File: config.mk
export PLATFORM = sky130hd
export DESIGN_NAME = frac_timebase
export DESIGN_NICKNAME = d
export VERILOG_FILES = /design/src/rtl/frac_tb_pkg.sv /design/src/rtl/frac_ratio_regs.sv /design/src/rtl/frac_phase_acc.sv /design/src/rtl/frac_count_core.sv /design/src/rtl/frac_timebase.sv
export SDC_FILE = /design/constraint.sdc
export NUM_CORES = 1
export LEC_CHECK = 0
export BUFFER_PORTS_ARGS = -buffer_cell sky130_fd_sc_hd__buf_2
export CELL_PAD_IN_SITES_DETAIL_PLACEMENT = 2
export CELL_PAD_IN_SITES_GLOBAL_PLACEMENT = 2
export CORE_MARGIN = 2
export CORE_UTILIZATION = 35
export DETAILED_ROUTE_END_ITERATION = 6
export PLACE_DENSITY_LB_ADDON = 0.1
export REMOVE_ABC_BUFFERS = 1
export SYNTH_ARGS = -nofsm -noshare
export SYNTH_HDL_FRONTEND = slang
export SYNTH_SLANG_ARGS = --single-unit
File: constraint.sdc
create_clock -name clk -period 4.27 [get_ports clk]
set_input_delay 0.427 -clock clk [delete_from_list [all_inputs] [get_ports clk]]
set_output_delay 0.427 -clock clk [all_outputs]
set_load 0.05 [all_outputs]
File: src/rtl/frac_tb_pkg.sv
package frac_tb_pkg;
    localparam logic [7:0] ADDR_CNT_LO = 8'h00;
    localparam logic [7:0] ADDR_CNT_HI = 8'h04;
    localparam logic [7:0] ADDR_NUM    = 8'h10;
    localparam logic [7:0] ADDR_DEN    = 8'h14;
endpackage

File: src/rtl/frac_ratio_regs.sv
module frac_ratio_regs
    import frac_tb_pkg::*;
#(
    parameter int BUS_W   = 32,
    parameter int FIELD_W = 12,
    parameter int ADDR_W  = 8
) (
    input  logic               clk,
    input  logic               rst_n,
    input  logic               wr_en,
    input  logic [ADDR_W-1:0]  wr_addr,
    input  logic [BUS_W-1:0]   wr_data,
    output logic [BUS_W-1:0]   num_reg,
    output logic [BUS_W-1:0]   den_reg,
    output logic [FIELD_W-1:0] num_fld,
    output logic [FIELD_W-1:0] den_fld,
    output logic               ratio_wr
);
    typedef struct packed {
        logic [BUS_W-1:0] num;
        logic [BUS_W-1:0] den;
    } regs_t;

    regs_t s_d, s_q;
    logic  hit_num, hit_den;

    always_comb begin
        hit_num = wr_en && (wr_addr == ADDR_W'(ADDR_NUM));
        hit_den = wr_en && (wr_addr == ADDR_W'(ADDR_DEN));
        s_d = s_q;
        if (hit_num) s_d.num = wr_data;
        if (hit_den) s_d.den = wr_data;
    end

    always_ff @(posedge clk) begin
        if (!rst_n) s_q <= '0;
        else        s_q <= s_d;
    end

    assign num_reg  = s_q.num;
    assign den_reg  = s_q.den;
    assign num_fld  = s_q.num[FIELD_W-1:0];
    assign den_fld  = s_q.den[FIELD_W-1:0];
    assign ratio_wr = hit_num || hit_den;
endmodule

File: src/rtl/frac_phase_acc.sv
module frac_phase_acc #(
    parameter int FIELD_W = 12
) (
    input  logic               clk,
    input  logic               rst_n,
    input  logic [FIELD_W-1:0] num,
    input  logic [FIELD_W-1:0] den,
    input  logic               clr,
    output logic               step,
    output logic [FIELD_W-1:0] acc
);
    typedef struct packed {
        logic [FIELD_W-1:0] acc;
    } acc_t;

    acc_t             s_d, s_q;
    logic [FIELD_W:0] sum;
    logic [FIELD_W:0] den_x;

    always_comb begin
        sum   = {1'b0, s_q.acc} + {1'b0, num};
        den_x = {1'b0, den};
        s_d   = s_q;
        step  = 1'b0;
        if (clr) begin
            s_d.acc = '0;
        end else if (den == '0) begin
            s_d = s_q;
        end else if (num >= den) begin
            step    = 1'b1;
            s_d.acc = '0;
        end else if (sum >= den_x) begin
            step    = 1'b1;
            s_d.acc = FIELD_W'(sum - den_x);
        end else begin
            s_d.acc = sum[FIELD_W-1:0];
        end
    end

    always_ff @(posedge clk) begin
        if (!rst_n) s_q <= '0;
        else        s_q <= s_d;
    end

    assign acc = s_q.acc;
endmodule

File: src/rtl/frac_count_core.sv
module frac_count_core
    import frac_tb_pkg::*;
#(
    parameter int HALF_W = 32,
    parameter int BUS_W  = 32,
    parameter int ADDR_W = 8,
    localparam int CNT_W = 2 * HALF_W
) (
    input  logic              clk,
    input  logic              rst_n,
    input  logic              step,
    input  logic              rd_en,
    input  logic [ADDR_W-1:0] rd_addr,
    input  logic [BUS_W-1:0]  num_reg,
    input  logic [BUS_W-1:0]  den_reg,
    output logic [CNT_W-1:0]  count,
    output logic [BUS_W-1:0]  rdata
);
    typedef struct packed {
        logic [CNT_W-1:0]  cnt;
        logic [HALF_W-1:0] hi;
        logic [BUS_W-1:0]  rdata;
    } core_t;

    core_t s_d, s_q;

    always_comb begin
        s_d = s_q;
        if (step) s_d.cnt = s_q.cnt + 1'b1;
        if (rd_en) begin
            case (rd_addr)
                ADDR_W'(ADDR_CNT_LO): begin
                    s_d.rdata = BUS_W'(s_q.cnt[HALF_W-1:0]);
                    s_d.hi    = s_q.cnt[CNT_W-1:HALF_W];
                end
                ADDR_W'(ADDR_CNT_HI): s_d.rdata = BUS_W'(s_q.hi);
                ADDR_W'(ADDR_NUM):    s_d.rdata = num_reg;
                ADDR_W'(ADDR_DEN):    s_d.rdata = den_reg;
                default:              s_d.rdata = '0;
            endcase
        end
    end

    always_ff @(posedge clk) begin
        if (!rst_n) s_q <= '0;
        else        s_q <= s_d;
    end

    assign count = s_q.cnt;
    assign rdata = s_q.rdata;
endmodule

File: src/rtl/frac_timebase.sv
module frac_timebase #(
    parameter int HALF_W  = 32,
    parameter int FIELD_W = 12,
    parameter int BUS_W   = 32,
    parameter int ADDR_W  = 8,
    localparam int CNT_W  = 2 * HALF_W
) (
    input  logic              clk,
    input  logic              rst_n,
    input  logic              reg_wr,
    input  logic              reg_rd,
    input  logic [ADDR_W-1:0] reg_addr,
    input  logic [BUS_W-1:0]  reg_wdata,
    output logic [BUS_W-1:0]  reg_rdata,
    input  logic              resync_i,
    output logic [CNT_W-1:0]  count_o
);
    logic [BUS_W-1:0]   num_reg, den_reg;
    logic [FIELD_W-1:0] num_fld, den_fld, acc_val;
    logic               ratio_wr, step;

    frac_ratio_regs #(.BUS_W(BUS_W), .FIELD_W(FIELD_W), .ADDR_W(ADDR_W)) u_regs (
        .clk(clk), .rst_n(rst_n), .wr_en(reg_wr), .wr_addr(reg_addr),
        .wr_data(reg_wdata), .num_reg(num_reg), .den_reg(den_reg),
        .num_fld(num_fld), .den_fld(den_fld), .ratio_wr(ratio_wr)
    );

    frac_phase_acc #(.FIELD_W(FIELD_W)) u_acc (
        .clk(clk), .rst_n(rst_n), .num(num_fld), .den(den_fld),
        .clr(ratio_wr || resync_i), .step(step), .acc(acc_val)
    );

    frac_count_core #(.HALF_W(HALF_W), .BUS_W(BUS_W), .ADDR_W(ADDR_W)) u_core (
        .clk(clk), .rst_n(rst_n), .step(step), .rd_en(reg_rd),
        .rd_addr(reg_addr), .num_reg(num_reg), .den_reg(den_reg),
        .count(count_o), .rdata(reg_rdata)
    );
endmodule

==> reports/metrics.cfg, run 1 <==
[logic_synthesis]
synth_top_area_share_pct=36.5
synthSimpleGateAreaFrac_pct=21.6
synth.distinct_cells=65
synth_top_family_by_area=simple AND/OR/NAND/NOR gates
synthXorXnorAreaFrac_pct=1.41
synth_ff_type=dfxtp_1
ys_ff_latch=204
synthMuxAreaShare_pct=3.75
synth_top_cell_by_area=dfxtp_1
postSynthCellCount=1391
ys_async_sr_fraction_pct=0
synthMostInstantiatedCell=nand2_1
synth_edf_count=0
yosysSeqAreaShare_pct=36.5
ys_top_cells_by_count=254 x nand2_1, 204 x dfxtp_1, 164 x a21oi_1, 99 x buf_4, 61 x clkbuf_1
synth_area_leaders=dfxtp_1 37%, nand2_1 8.5%, a21oi_1 7.3%
synth.cell_area_um2=11200
ys.warnings.count=0
avgSynthCellArea_um2=8.03
synth_compound_area_share_pct=21.1
synth_fa_ha_area_share_pct=4.50

[worst_setup_path]
critical_path_class=reg2reg
crit_arrival_ns=4.63
worstSetupEndpointType=flop
worstSetupStartpoint=u_regs.num_reg[0]
reg2reg_slack_ns=0.11
worstPathRequired_ns=4.74
r2r-start=u_regs.num_reg[0]
critPathLaunchType=flop
cp_max_fo=24

[finish]
fill_cells=3585
stdcell_area_um2=12700
drive_above_1_share_pct=19.2
multi_input_area_um2=5930
nNetsFinal=1503
final-seq-area_um2=4080
largest_register_ffs=64
final-instance-count-excl-fill=1840
syn_to_final_growth_pct=13.2

[place]
place_congestion=0.878
port_buffers=140
dp_hpwl_um=28300
dp_cells=1782
postPlaceCellArea_um2=11600

[floorplan]
die_area_um2=33400
coreArea_um2=31500
num_io_pins=141
rows=65
start_util_pct=35.5
die_y_um=183
die_w_um=183

[global_route]
grt_pass1_wl_um=63700
grt_pass1_vias=10700
grt.total_usage_pct=24.4
grt_overflow=0
antenna_found_initial=3
grt_max_degree=108

[clock_network]
cts_tree=built
cts_max_level=1
clkTransAtPathRegs_ns=0.06
cts_made_buffers=26
clock_latency_ns=0.56
cts.sink_count=204
holdBufCountCts=0
clk_path_buf_depth=3
cts_root_buf=clkbuf_16

[power]
power_uw=4340
vdd_drop_max_v=0.000270
powerDensity_nw_per_um2=343
p_leak_uw=0.00472

[sta]
drv_slew=0
slew_headroom_pct=35.6
fmax_mhz=240
tightest_slew_ns=0.966
setup_viol=0
fin_crit_ns=4.16
fin_crit_sh_pct=97.4
fin_skew_ns=0.0150
tns_ns=0
finalHoldWorstSlack_ns=0.125
rsz0062_at_grt=true
hold_violations=0

[detailed_routing]
wl_per_cell_um=22.7
dr.pass1.iters=5
finalWirelength_um=41700
vias=10500
ant_nets=0
drt_iter0_markers=531
via_per_inst=5.70
drc_errors=0

[run]
maxCapViolations=0

[hold_path]
hp-class=in2reg
hp-start=reg_wdata[21]

[status]
status=complete, no violations

timing repair:
| action | 4_1_cts | 5_1_grt |
|---|---|---|
| pin swaps | 1 | 8 |
| resized for setup | 3 | 14 |
| gates cloned | 1 | 0 |
| endpoints found under the setup margin | 19 | 70 |
| setup buffers | 1 | 9 |
worst max-delay path, cell delays in order (launching register included):
cell,delay (ns)
dfxtp_1,0.34
ha_2,0.22
fa_2,0.44
a211oi_4,0.29
o21ai_1,0.13
a31oi_2,0.21
buf_4,0.16
xnor2_1,0.15
ha_1,0.31
buf_4,0.16
a21oi_1,0.29
a31oi_2,0.14
buf_4,0.17
o41ai_4,0.32
buf_6,0.18
buf_12,0.11
buf_16,0.16
o21ai_1,0.09
a21oi_1,0.19
per-stage QoR:
| step | setup WS (ns) | util [%] |
|---|---|---|
| 2_1_floorplan | -2.11 | - |
| 3_3_place_gp | 0.0762 | 36.9 |
| 3_5_place_dp | -0.0276 | 36.9 |
| 4_1_cts | 0.00100 | 39.8 |
| 5_1_grt | -0.0959 | 40.2 |
| 6_report | 0.110 | 40.2 |
path summary, 6_finish.rpt:
path | endpoint | cells past startpoint
setup reg to reg | u_core.count[2] | 18
hold / removal | u_regs.den_reg[21] | 3
setup / recovery | u_core.count[2] | 18
hold reg to reg | u_core.s_q[61] | 2
cells in the final DEF (no fill, tap or decap), types with 5 or more instances in the layout:
cell       synthesis  routed
a31oi_1            6       5
xor2_1             7       7
clkbuf_16          0      26
a22o_1            15      15
a22oi_1           32      32
nand4_1           19      19
or3_1             28      28
mux2_2            15      15
inv_1             24      23
nand2b_1           6       6
buf_4             99      42
o21ai_0           54      52
ha_1              37      36
and2_1             8       8
and3_1            18      18
nor2_1            53      52
buf_12             0       7
xnor2_1           11      11
a21o_1             7       7
nand2_1          254     254
or4_1             37      37
clkinv_2           0       7
and4_1             5       5
buf_2             21     140
nand3_1           27      27
clkbuf_8           0       5
o31ai_1           31      31
mux2i_1           25      25
nor4_1            10      10
o21ai_1            6       8
a211oi_1          39      36
o21bai_1           5       5
nor3_1             9       7
dfxtp_1          204     204
a21oi_1          164     164
final cells by class:
type,instances,share of cell area [%]
timing repair buffer,191,9.45
tap,402,3.98
clock inverter,11,0.880
clock buffer,34,5.78
multi-input combinational,972,46.8
antenna,2,0.0396
sequential,204,32.3
inverter,24,0.752
power breakdown:
part           total [µW]  leakage [µW]  switching (µW)  internal [µW]
clock                2190      0.000417             925           1270
sequential           1930       0.00165            8.00           1920
combinational         220       0.00265             166           54.2
cells by family (layout without fill, tap and decap cells):
logic type | after synthesis | in the layout
other | 0 | 2
flip-flops | 204 | 204
AND/OR/NAND/NOR | 494 | 494
buffers and inverters | 215 | 260
AO/OA/AOI/OAI | 381 | 381
adder cells (fa/ha/maj) | 39 | 39
multiplexers | 40 | 40
XOR/XNOR | 18 | 18
metal layers:
metal  GRT usage [%]  vias to the layer above  wire, µm
met5               0                        -         0
met4            4.48                        0       535
met3            3.63                       44      1810
met2            39.9                      203     19200
li1                -                     4941         -
met1            34.4                     5304     20200
No activity file was read; power rests on OpenSTA's default activity.
==> run 2, diff against run 1 <==
- PLACE_DENSITY: unset -> 0.83
- PLACE_DENSITY_LB_ADDON: 0.1 -> unset
==> run 2 against run 1 <==
Design area shrank 0.18%. Via count grew 2.5%. Sequential power is essentially flat. Worst setup slack lost 0.072 ns. Wire length grew 5.2%. Critical endpoint is now u_core.count[16]. Highest routed layer unchanged. Global-route usage grew 0.93 points. Worst hold slack gained 0.0081 ns.
==> reports/metrics.cfg, run 2 (synthesis results as in run 1) <==
[status]
status=complete, no violations

[global_route]
antenna_found_initial=2
grt_overflow=0
grt_pass1_wl_um=66600
grt_pass1_vias=11400
grt.total_usage_pct=25.4
grt_max_degree=78

[place]
place_congestion=0.805
dp_hpwl_um=29700
postPlaceCellArea_um2=11600
port_buffers=140
dp_cells=1783
pre_cts_slack_ns=-0.115

[floorplan]
coreArea_um2=31500
num_io_pins=141
die_area_um2=33400
die_y_um=183
die_w_um=183
start_util_pct=35.5
rows=65

[finish]
nNetsFinal=1499
final_cell_mix=254 x nand2_1, 204 x dfxtp_1, 163 x a21oi_1
final-instance-count-excl-fill=1835
multi_input_area_um2=5930
final-seq-area_um2=4080
layout_commonest_cell=nand2_1
diodes=0
drive_above_1_share_pct=19.2
fill_cells=3532
syn_to_final_growth_pct=13.0
stdcell_area_um2=12600
largest_register_ffs=64

[worst_setup_path]
critical_path_class=reg2reg
crit_arrival_ns=4.70
cp_max_fo=23
worstPathRequired_ns=4.74
worstSetupEndpointType=flop
critPathLaunchType=flop

[sta]
hold_violations=0
setup_viol=0
fin_skew_ns=0.0257
fin_crit_sh_pct=99.1
drv_slew=0
tightest_slew_ns=0.941
fin_crit_ns=4.23
fmax_mhz=236
worst_slack_ns=0.0373
slew_headroom_pct=37.3

[power]
combPwrFrac_pct=5.1
p_sw_share_pct=25.0
power_frac_seq_pct=44.0
internal_power_uw=3290
clockPowerShare_pct=51.0
power_uw=4380
powerDensity_nw_per_um2=347
vdd_drop_max_v=0.000272
p_switching_uw=1090
p_leak_uw=0.00471

[clock_network]
clk_path_buf_depth=3
cts_tree=built
cts_made_buffers=25
cts_root_buf=clkbuf_16
cts_max_level=1
clock_latency_ns=0.55
cts.sink_count=204
clkTransAtPathRegs_ns=0.06
holdBufCountCts=0

[detailed_routing]
vias=10800
drc_errors=0
finalWirelength_um=43900
dr.pass1.iters=5
wl_per_cell_um=23.9
ant_nets=0
drt_iter0_markers=617
via_per_inst=5.86

[hold_path]
hp-class=in2reg

[run]
maxCapViolations=0

[run 2: cell count changes in the layout (fill, tap and decap cells not counted), moves of 2 or more]
cell / change
bufinv_16: +2
buf_4: -2
clkbuf_8: -2
diode_2: -2
clkinvlp_4: +2
[run 2: per-layer routing]
| metal | vias up | track usage (%) | share of wire, % |
|---|---|---|---|
| met1 | 5437 | 32.9 | 44 |
| met5 | - | 0 | 0 |
| met2 | 304 | 44.1 | 49 |
| met4 | 0 | 7.87 | 2.6 |
| met3 | 85 | 2.81 | 4.6 |
| li1 | 4931 | - | - |
[run 2: through the flow]
step	TNS (ns)	utilization [%]	hold WS, ns
finish	0	40.1	0.133
global route	-0.978	40.1	0.121
CTS	0	39.9	0.112
detailed placement	-0.236	37.0	0.449
global placement	0	37.0	0.442
floorplan	-139.03	-	0.429
[run 2: critical path, cell delays in order (launching register included)]
cell and delay (ns):
dfxtp_1 0.32, ha_2 0.22, fa_2 0.38, a211oi_2 0.29
o21ai_1 0.14, a31oi_2 0.25, buf_4 0.18, xnor2_1 0.08
ha_1 0.37, nand4_1 0.13, nor3_2 0.15, a211oi_2 0.08
a31oi_2 0.22, buf_4 0.17, o41ai_4 0.08, buf_6 0.18
bufbuf_16 0.29, or4_1 0.48, a21oi_1 0.14
[run 2: timing repair]
| item | CTS | global route |
|---|---|---|
| endpoints found under the setup margin | 7 | 50 |
| endpoints found under the hold margin | 0 | 0 |
| pin swaps | 1 | 6 |
| resized for setup | 4 | 11 |
| buffers inserted | 1 | 5 |
| gates cloned | 1 | 0 |
[run 2: path summary, 6_finish.rpt]
check             slack [ns]                 end  cells past startpoint              start
hold reg to reg         0.46      u_core.s_q[55]                      2     u_core.s_q[55]
setup / recovery        0.04    u_core.count[16]                     18  u_regs.num_reg[0]
setup reg to reg        0.04    u_core.count[16]                     18  u_regs.num_reg[0]
hold / removal          0.13  u_regs.den_reg[25]                      3      reg_wdata[25]
[run 2: final cells by class]
type	instances	area share (%)
Tap cell	402	3.98
Timing Repair Buffer	188	9.22
Clock inverter	14	1.36
Sequential cell	204	32.3
Inverter	24	0.753
Clock buffer	31	5.37
Multi-Input combinational cell	972	47.0
[run 2: power groups by stage]
stage	logic [µW]	clock network [µW]	registers, µW
after global routing	234	2350	1930
after floorplan	59.6	0	2020
after detailed placement	218	0	1970
final	222	2230	1930
after global placement	214	0	1970
after CTS	221	2270	1930
